File: config.mk
export PLATFORM = sky130hd
export DESIGN_NAME = bytediv_top
export DESIGN_NICKNAME = d
export VERILOG_FILES = /design/src/rtl/bdiv_pkg.sv /design/src/rtl/bdiv_stage.sv /design/src/rtl/bdiv_step.sv /design/src/rtl/bdiv_ctrl.sv /design/src/rtl/bytediv_top.sv
export SDC_FILE = /design/constraint.sdc
export NUM_CORES = 1
export LEC_CHECK = 0
export ABC_CLOCK_PERIOD_IN_PS = 1800
export BUFFER_PORTS_ARGS = -buffer_cell sky130_fd_sc_hd__buf_2
export CAP_MARGIN = 20
export CORE_MARGIN = 1.5
export CORE_UTILIZATION = 50
export CTS_CLUSTER_DIAMETER = 50
export DETAILED_ROUTE_END_ITERATION = 16
export GPL_TIMING_DRIVEN = 0
export PLACE_DENSITY = 0.68
export SLEW_MARGIN = 20
export SYNTH_ARGS = -nofsm -noshare
export SYNTH_HDL_FRONTEND = slang
export SYNTH_SLANG_ARGS = --single-unit
File: constraint.sdc
create_clock -name clk -period 1.8 [get_ports clk]
set_input_delay 0.09 -clock clk [delete_from_list [all_inputs] [get_ports clk]]
set_output_delay 0.09 -clock clk [all_outputs]
set_load 0.05 [all_outputs]
File: src/rtl/bdiv_pkg.sv
package bdiv_pkg;

  typedef enum logic {
    ST_IDLE = 1'b0,
    ST_RUN  = 1'b1
  } bdiv_state_e;

endpackage

File: src/rtl/bdiv_stage.sv
// One restoring trial-subtract: shift a dividend bit into the partial
// remainder, subtract the divisor, keep the difference if no borrow.
module bdiv_stage #(
  parameter int WIDTH = 8
) (
  input  logic [WIDTH-1:0] rem_in,
  input  logic             bit_in,
  input  logic [WIDTH-1:0] dvs,
  output logic [WIDTH-1:0] rem_out,
  output logic             q_bit
);

  logic [WIDTH:0]   part;
  logic [WIDTH+1:0] diff;
  logic             borrow;

  always_comb begin
    part    = {rem_in, bit_in};
    diff    = {1'b0, part} - {2'b00, dvs};
    borrow  = diff[WIDTH+1];
    q_bit   = ~borrow;
    rem_out = borrow ? part[WIDTH-1:0] : diff[WIDTH-1:0];
  end

endmodule

File: src/rtl/bdiv_step.sv
// Chains BITS_PER_CYC trial-subtract stages; resolves that many quotient
// bits in one cycle. The quotient shifts in from the bottom while the
// remaining dividend bits leave from the top of the same register.
module bdiv_step #(
  parameter int WIDTH        = 8,
  parameter int BITS_PER_CYC = 2
) (
  input  logic [WIDTH-1:0] rem_in,
  input  logic [WIDTH-1:0] quo_in,
  input  logic [WIDTH-1:0] dvs,
  output logic [WIDTH-1:0] rem_out,
  output logic [WIDTH-1:0] quo_out
);

  logic [WIDTH-1:0] rem_chain [BITS_PER_CYC+1];
  logic [WIDTH-1:0] quo_chain [BITS_PER_CYC+1];

  assign rem_chain[0] = rem_in;
  assign quo_chain[0] = quo_in;

  for (genvar g = 0; g < BITS_PER_CYC; g++) begin : g_stage
    logic qb;
    bdiv_stage #(.WIDTH(WIDTH)) u_stage (
      .rem_in  (rem_chain[g]),
      .bit_in  (quo_chain[g][WIDTH-1]),
      .dvs     (dvs),
      .rem_out (rem_chain[g+1]),
      .q_bit   (qb)
    );
    assign quo_chain[g+1] = {quo_chain[g][WIDTH-2:0], qb};
  end

  assign rem_out = rem_chain[BITS_PER_CYC];
  assign quo_out = quo_chain[BITS_PER_CYC];

endmodule

File: src/rtl/bdiv_ctrl.sv
// Sequencer: accepts a request when idle, counts the fixed number of
// steps, flags the last cycle.
module bdiv_ctrl
  import bdiv_pkg::*;
#(
  parameter int STEPS = 4,
  parameter int CNT_W = 3
) (
  input  logic clk,
  input  logic rst_n,
  input  logic start,
  output logic accept,
  output logic step_en,
  output logic busy,
  output logic done
);

  bdiv_state_e      st_q, st_d;
  logic [CNT_W-1:0] cnt_q, cnt_d;
  logic             last;

  assign last = (cnt_q == CNT_W'(STEPS));

  always_comb begin
    st_d    = st_q;
    cnt_d   = cnt_q;
    accept  = 1'b0;
    step_en = 1'b0;
    case (st_q)
      ST_IDLE: begin
        if (start) begin
          accept  = 1'b1;
          step_en = 1'b1;
          st_d    = ST_RUN;
          cnt_d   = CNT_W'(1);
        end
      end
      ST_RUN: begin
        if (last) begin
          st_d  = ST_IDLE;
          cnt_d = '0;
        end else begin
          step_en = 1'b1;
          cnt_d   = cnt_q + CNT_W'(1);
        end
      end
      default: begin
        st_d  = ST_IDLE;
        cnt_d = '0;
      end
    endcase
  end

  always_ff @(posedge clk or negedge rst_n) begin
    if (!rst_n) begin
      st_q  <= ST_IDLE;
      cnt_q <= '0;
    end else begin
      st_q  <= st_d;
      cnt_q <= cnt_d;
    end
  end

  assign busy = (st_q == ST_RUN);
  assign done = busy && last;

endmodule

File: src/rtl/bytediv_top.sv
module bytediv_top #(
  parameter int WIDTH        = 8,
  parameter int BITS_PER_CYC = 2
) (
  input  logic             clk,
  input  logic             rst_n,
  input  logic             start,
  input  logic [WIDTH-1:0] dividend,
  input  logic [WIDTH-1:0] divisor,
  output logic             busy,
  output logic             done,
  output logic [WIDTH-1:0] quotient,
  output logic [WIDTH-1:0] remainder,
  output logic             carry_flag,
  output logic             ovf_flag
);

  localparam int STEPS = WIDTH / BITS_PER_CYC;
  localparam int CNT_W = $clog2(STEPS + 1);

  // reset: asserted asynchronously, released on a clock edge
  logic [1:0] rst_sync_q;
  logic       rst_int_n;

  always_ff @(posedge clk or negedge rst_n) begin
    if (!rst_n) rst_sync_q <= 2'b00;
    else        rst_sync_q <= {rst_sync_q[0], 1'b1};
  end
  assign rst_int_n = rst_sync_q[1];

  logic accept, step_en;

  bdiv_ctrl #(.STEPS(STEPS), .CNT_W(CNT_W)) u_ctrl (
    .clk     (clk),
    .rst_n   (rst_int_n),
    .start   (start),
    .accept  (accept),
    .step_en (step_en),
    .busy    (busy),
    .done    (done)
  );

  logic [WIDTH-1:0] rem_q, quo_q, dvs_q;
  logic [WIDTH-1:0] rem_d, quo_d, dvs_d;
  logic [WIDTH-1:0] rem_src, quo_src, dvs_src;
  logic [WIDTH-1:0] rem_nx, quo_nx;
  logic             ovf_q, ovf_d, cy_q, cy_d;

  // step operands: fresh from the ports on the accepting edge
  always_comb begin
    if (accept) begin
      rem_src = '0;
      quo_src = dividend;
      dvs_src = divisor;
    end else begin
      rem_src = rem_q;
      quo_src = quo_q;
      dvs_src = dvs_q;
    end
  end

  bdiv_step #(.WIDTH(WIDTH), .BITS_PER_CYC(BITS_PER_CYC)) u_step (
    .rem_in  (rem_src),
    .quo_in  (quo_src),
    .dvs     (dvs_src),
    .rem_out (rem_nx),
    .quo_out (quo_nx)
  );

  always_comb begin
    rem_d = rem_q;
    quo_d = quo_q;
    dvs_d = dvs_q;
    ovf_d = ovf_q;
    cy_d  = cy_q;
    if (step_en) begin
      rem_d = rem_nx;
      quo_d = quo_nx;
    end
    if (accept) begin
      dvs_d = divisor;
      ovf_d = (divisor == '0);
      cy_d  = 1'b0;
    end
  end

  always_ff @(posedge clk or negedge rst_int_n) begin
    if (!rst_int_n) begin
      rem_q <= '0;
      quo_q <= '0;
      dvs_q <= '0;
      ovf_q <= 1'b0;
      cy_q  <= 1'b0;
    end else begin
      rem_q <= rem_d;
      quo_q <= quo_d;
      dvs_q <= dvs_d;
      ovf_q <= ovf_d;
      cy_q  <= cy_d;
    end
  end

  assign quotient   = quo_q;
  assign remainder  = rem_q;
  assign ovf_flag   = ovf_q;
  assign carry_flag = cy_q;

endmodule

# Word level (Yosys, flattened, before mapping)
# Cells that the tools add are included.
# word_totals
reg_bits,31
latchBits,0
ram_bits,0
romBits,0
in_bits,19
output_inout_bits,20
elab_cells,29
mem_count,0
# op_classes
addsub,3
mul,0
div,0
n_lt_le_gt_ge,0
n_eq_ne,2
n_shift,0
n_mux,12
n_bitwise,3
n_reduce_logical,2
# ops
cell,n
two-way mux 8 bit,5
subtractor 9 x 8 -> 10 bit,2
zero test 8 bit,1
two-way mux 3 bit,2
case mux 3 bit (2 select lines),1
"adder 3 x 1 -> 3 bit, second input constant",1
"equality test 3 bit, second input constant",1
two-way mux 1 bit,3
inverter 1 bit,3
"!= test 2 bit, second input constant",1
case mux 1 bit (2 select lines),1
logical AND 1 bit,1

# Longest topological paths before layout
# logic_depth
ltp_word,7
mapped_depth,21

# Hierarchy
# A second synthesis with hierarchy kept.
# unflattened
hier_cells,228
hier_area_um2,2552.4
# modules_own_cells
module,instances,cells_each,area_per_inst_um2,seq_area_each_um2
bytediv_top,1,79,1281.2,675.6
bdiv_stage,2,60,496.7,0.0
bdiv_ctrl,1,21,217.7,100.1
bdiv_step,1,8,60.1,0.0

# Least setup slack after synthesis
# No wires, ideal clock.
# synth_timing
kind,register -> register
from,reg u_ctrl.st_q (netlist: u_ctrl.busy)
to,reg rem_q[2] (netlist: remainder[2])
setup_ns,0.087
arrival_time_ns,4.770
t_required_ns,1.713
path_slack_ns,-3.057
stages_incl_launch_ff,21
path_buffers,5
cell_sequence,dfrtp_1 -> buf_2 -> nand2b_1 -> buf_2 -> buf_2 -> buf_1 -> mux2i_1 -> ha_1 -> nor2b_1 -> o2111ai_1 -> a21oi_1 -> o21ai_1 -> and2_1 -> ha_1 -> nor2b_1 -> o2111ai_1 -> and3_1 -> o21a_1 -> clkbuf_1 -> a21oi_1 -> a211oi_2
# synth_via
elab_chain_len,6
elab_cells_between_ends,10
cone_classes,add/sub: 2; mux: 7; bitwise: 1
# synth_lines
item,line_no,rtl
start: declaration,bdiv_ctrl.sv:18,"bdiv_state_e st_q, st_d;"
start signal: assignment,bdiv_ctrl.sv:59,st_q <= st_d;
two-way mux 1 bit,bdiv_ctrl.sv:29,case (st_q)
"two-way mux 8 bit, on equally long branches",--,
subtractor 9 x 8 -> 10 bit,bdiv_stage.sv:19,"diff = {1'b0, part} - {2'b00, dvs};"
two-way mux 8 bit,bdiv_stage.sv:22,rem_out = borrow ? part[WIDTH-1:0] : diff[WIDTH-1:0];
subtractor 9 x 8 -> 10 bit,bdiv_stage.sv:19,
two-way mux 8 bit,bdiv_stage.sv:22,
end signal: assignment,bytediv_top.sv:95,rem_q <= rem_d;
end: declaration,bytediv_top.sv:43,"logic [WIDTH-1:0] rem_q, quo_q, dvs_q;"
# Parallel ways exist; a longest one is shown, timed or not.
# A chain may end at the register's enable or synchronous reset.

# Worst setup path after layout
# layout_timing
from,reg u_ctrl.st_q (netlist: u_ctrl.busy)
to,reg rem_q[7] (netlist: remainder[7])
# Same word-level chain as after synthesis.

==> run_summary.xml <==
<?xml version="1.0" encoding="UTF-8"?>
<metrics>
  <group name="synth">
    <metric name="share_of_the_synthesized_area_in_the_top_cell_type" unit="%">33.7</metric>
    <metric name="ys_warn_count" unit="">0</metric>
    <metric name="gate_count_post_synth" unit="">260</metric>
    <metric name="syn-num-nets" unit="">299</metric>
    <metric name="dominantRegCellSynth" unit="">sky130_fd_sc_hd__dfrtp_1</metric>
    <metric name="avgSynthCellArea" unit="um^2">8.85</metric>
    <metric name="ys_seq_area_share" unit="%">33.7</metric>
    <metric name="number_of_storage_elements_in_the_synthesis_netlist" unit="">31</metric>
    <metric name="synth_cell_type_count" unit="">47</metric>
    <metric name="synth.largest_area_cell" unit="">sky130_fd_sc_hd__dfrtp_1</metric>
    <metric name="synth_area" unit="mm^2">0.00230</metric>
    <metric name="number_of_flops_mapped_to_enable_cells_by_yosys" unit="">0</metric>
    <metric name="synth_top_cells_by_area" unit="">sky130_fd_sc_hd__dfrtp_1 (34%), sky130_fd_sc_hd__ha_1 (9.8%), sky130_fd_sc_hd__mux2i_1 (5.7%), sky130_fd_sc_hd__nor2_1 (3.8%), sky130_fd_sc_hd__a21oi_1 (3.7%)</metric>
    <metric name="async_flop_share" unit="%">100</metric>
  </group>
  <group name="global_routing">
    <metric name="grt_first_pass_wirelength" unit="mm">11.1</metric>
    <metric name="vias_in_the_first_global_route" unit="">2329</metric>
    <metric name="gr-usage-met3" unit="%">4.27</metric>
    <metric name="global_route.usage.total" unit="%">28.2</metric>
    <metric name="grt_start_max_net_pins" unit="">30</metric>
    <metric name="gr-usage-met1" unit="%">35.2</metric>
    <metric name="grtUsageMet2" unit="%">49.5</metric>
    <metric name="grt-busiest-layer" unit="">met2</metric>
    <metric name="globalRoute.totalOverflow" unit="">0</metric>
    <metric name="grt_antenna_before_repair" unit="">0</metric>
  </group>
  <group name="timing">
    <metric name="max_clock_freq" unit="MHz">270</metric>
    <metric name="skew" unit="ns">0.00961</metric>
    <metric name="final_critical_path_setup_slack" unit="ns">-1.91</metric>
    <metric name="tightest_slew" unit="ns">0.655</metric>
    <metric name="worst_slew_margin" unit="%">56.3</metric>
    <metric name="timing.hold.ws" unit="ns">0.0567</metric>
    <metric name="hold_viol_final" unit="">0</metric>
    <metric name="slew_violations" unit="">0</metric>
    <metric name="finalSetupViolCount" unit="">10</metric>
    <metric name="min_period" unit="ns">3.71</metric>
    <metric name="grt_setup_unrepaired" unit="">yes</metric>
    <metric name="fin_crit_sh" unit="%">206</metric>
  </group>
  <group name="layout">
    <metric name="ant_diodes" unit="">0</metric>
    <metric name="design.final.nets" unit="">374</metric>
    <metric name="final_layout_size_suffix_gt1_share" unit="%">45.5</metric>
    <metric name="seq_area" unit="um^2">778</metric>
    <metric name="layout.cells.most_common_list" unit="">sky130_fd_sc_hd__buf_2 (37), sky130_fd_sc_hd__buf_4 (32), sky130_fd_sc_hd__dfrtp_1 (29)</metric>
    <metric name="area_growth" unit="%">50.1</metric>
    <metric name="fill_cells" unit="">277</metric>
    <metric name="multi_input_logic_area" unit="mm^2">0.00193</metric>
    <metric name="final_common_cell" unit="">sky130_fd_sc_hd__buf_2</metric>
  </group>
  <group name="detailed_routing">
    <metric name="finalWirelength" unit="mm">7.14</metric>
    <metric name="route.detailed.wl_per_inst" unit="um">18.4</metric>
    <metric name="initialDrtViolationCount" unit="">145</metric>
    <metric name="post_drt_via_cell_ratio" unit="">6.04</metric>
    <metric name="vias_post_dr" unit="">2342</metric>
    <metric name="dr.pass1.iters" unit="">6</metric>
    <metric name="route.detailed.drc" unit="">0</metric>
    <metric name="ant_nets" unit="">0</metric>
  </group>
  <group name="cts">
    <metric name="maximum_level_of_the_cts_h_tree" unit="">2</metric>
    <metric name="clock-root-buffer" unit="">sky130_fd_sc_hd__clkbuf_8</metric>
    <metric name="worstSkewPairLatency" unit="ns">0.29</metric>
    <metric name="clk_path_buf_depth" unit="">2</metric>
    <metric name="clock-sinks" unit="">31</metric>
    <metric name="cts_made_buffers" unit="">5</metric>
    <metric name="clock_pin_transition_on_the_worst_setup_and_hold_timing_paths" unit="ns">0.07</metric>
    <metric name="tritoncts_clock_tree" unit="">done</metric>
  </group>
  <group name="flow_run">
    <metric name="max_cap_viols" unit="">0</metric>
  </group>
  <group name="floorplanning">
    <metric name="design.portCount" unit="">39</metric>
    <metric name="initial_core_util" unit="%">52.5</metric>
    <metric name="design.core.area" unit="mm^2">0.00438</metric>
    <metric name="die_h" unit="um">70.9</metric>
    <metric name="fp.dieArea" unit="mm^2">0.00502</metric>
    <metric name="placementRows" unit="">24</metric>
    <metric name="die_width" unit="um">70.9</metric>
  </group>
  <group name="critical_path">
    <metric name="worst-path-max-fanout" unit="">8</metric>
    <metric name="cp_arrival" unit="ns">3.91</metric>
    <metric name="crit_path_start_kind" unit="">flop</metric>
    <metric name="crit_path_end_kind" unit="">flop</metric>
    <metric name="critical_path.reg2reg.endpoint" unit="">remainder[7]</metric>
    <metric name="reg2reg_depth" unit="">19</metric>
    <metric name="reg2reg_from" unit="">u_ctrl.busy</metric>
    <metric name="setup.worst_path.class" unit="">flop to flop</metric>
    <metric name="required" unit="ns">2.00</metric>
    <metric name="r2r_setup_slack" unit="ns">-1.91</metric>
  </group>
  <group name="run_status">
    <metric name="failed_checks" unit="">setup timing</metric>
    <metric name="status" unit="">complete, but fails checks</metric>
  </group>
  <group name="min_path">
    <metric name="holdCritStartpoint" unit="">dividend[1]</metric>
    <metric name="min_delay_worst_endpoint" unit="">quotient[3]</metric>
    <metric name="hold_path_depth" unit="">3</metric>
    <metric name="holdCritPathClass" unit="">input port to flop</metric>
  </group>
  <group name="place">
    <metric name="routabilityCongestion" unit="">0.907</metric>
    <metric name="port_bufs" unit="">37</metric>
    <metric name="hpwl" unit="mm">4.59</metric>
  </group>
</metrics>
==> layout make-up <==
cell class | count | area share [%]
Multi-Input combinational cell | 202 | 55.8
Sequential cell | 31 | 22.5
Timing Repair Buffer | 71 | 13.3
Buffer | 8 | 2.39
Clock buffer | 7 | 2.21
Tap cell | 52 | 1.88
Inverter | 16 | 1.74
Clock inverter | 1 | 0.145
==> layer usage <==
layer  vias to the layer above  routed length [um]
met3                        32                 443
li1                       1100                   -
met1                      1105                2830
met5                         -                   0
met2                       105                3620
met4                         0                 239
==> flip-flops by register name (all words and copies together) (netlist names) <==
signal and cells:
remainder 8, u_ctrl.busy 1, quotient 8, u_ctrl.cnt_q 3, rst_sync_q 2, ovf_flag 1
dvs_q 8
==> stage by stage <==
stage / TNS [ns] / utilization (%) / area, um^2 / instances / setup WS [ns]
5_1_grt: -18.60 / 78.8 / 3450 / 388 / -2.04
6_report: -17.27 / 78.8 / 3450 / 388 / -1.91
4_1_cts: -16.99 / 76.3 / 3340 / 384 / -1.88
2_1_floorplan: -19.65 / - / 2480 / 260 / -2.13
3_5_place_dp: -23.33 / 62.3 / 2730 / 349 / -2.55
3_3_place_gp: -22.80 / 62.3 / 2730 / 349 / -2.49
==> Yosys cell counts, types with 3 or more instances <==
library cell	count
sky130_fd_sc_hd__a21o_1	5
sky130_fd_sc_hd__a21oi_1	17
sky130_fd_sc_hd__a31oi_1	7
sky130_fd_sc_hd__and2_1	6
sky130_fd_sc_hd__and3_1	4
sky130_fd_sc_hd__buf_1	4
sky130_fd_sc_hd__buf_2	3
sky130_fd_sc_hd__dfrtp_1	31
sky130_fd_sc_hd__ha_1	18
sky130_fd_sc_hd__inv_1	16
sky130_fd_sc_hd__mux2_2	4
sky130_fd_sc_hd__mux2i_1	13
sky130_fd_sc_hd__nand2_1	16
sky130_fd_sc_hd__nand2b_1	4
sky130_fd_sc_hd__nand3_1	5
sky130_fd_sc_hd__nand4_1	4
sky130_fd_sc_hd__nor2_1	23
sky130_fd_sc_hd__nor2b_1	7
sky130_fd_sc_hd__nor3_1	3
sky130_fd_sc_hd__nor3b_1	3
sky130_fd_sc_hd__nor4_1	3
sky130_fd_sc_hd__o2111ai_1	5
sky130_fd_sc_hd__o211ai_1	4
sky130_fd_sc_hd__o21a_1	7
sky130_fd_sc_hd__o21ai_0	10
sky130_fd_sc_hd__o22ai_1	4
sky130_fd_sc_hd__or2_1	3
sky130_fd_sc_hd__xnor2_1	5
==> cell families after synthesis <==
group           synth area share [%]
buf+inv                         4.89
xor+xnor                        1.90
mux                             7.61
flops                           33.7
other cells                    0.326
fa+ha+maj                       11.5
compound gates                  21.8
simple gates                    18.3
==> worst max path at each step <==
stage	from	to	slack, ns	cells after the start
after CTS	u_ctrl.busy	remainder[7]	-1.88	16
after global placement	u_ctrl.busy	remainder[7]	-2.49	16
after detailed placement	u_ctrl.busy	remainder[7]	-2.55	18
final	u_ctrl.busy	remainder[7]	-1.91	19
after floorplan	u_ctrl.busy	remainder[2]	-2.13	19
after global routing	u_ctrl.busy	remainder[6]	-2.04	19
==> repair_timing <==
item / CTS / global route
hold endpoints to repair: 2 / 0
cloned: 1 / 0
hold buffers: 1 / 0
setup endpoints to repair: 10 / 14
setup buffers: 27 / 5
pin swaps: 38 / 15
gates resized for setup: 61 / 17
==> critical path, stage by stage (launching register included) <==
cell	delay [ns]
sky130_fd_sc_hd__dfrtp_2	0.41
sky130_fd_sc_hd__nand2b_4	0.16
sky130_fd_sc_hd__buf_12	0.14
sky130_fd_sc_hd__buf_12	0.14
sky130_fd_sc_hd__mux2i_4	0.23
sky130_fd_sc_hd__ha_4	0.25
sky130_fd_sc_hd__a21o_1	0.18
sky130_fd_sc_hd__a21oi_4	0.16
sky130_fd_sc_hd__buf_6	0.13
sky130_fd_sc_hd__a21oi_4	0.09
sky130_fd_sc_hd__o21ai_2	0.19
sky130_fd_sc_hd__and2_4	0.20
sky130_fd_sc_hd__ha_4	0.19
sky130_fd_sc_hd__nor2b_4	0.13
sky130_fd_sc_hd__o2111ai_4	0.19
sky130_fd_sc_hd__and3_4	0.26
sky130_fd_sc_hd__o21a_4	0.17
sky130_fd_sc_hd__buf_8	0.12
sky130_fd_sc_hd__o211ai_1	0.08
sky130_fd_sc_hd__a31oi_1	0.22
Power is left out: the tool's default activity adds up to more than one toggle a clock period on the data nets, which glitch-free logic cannot reach.
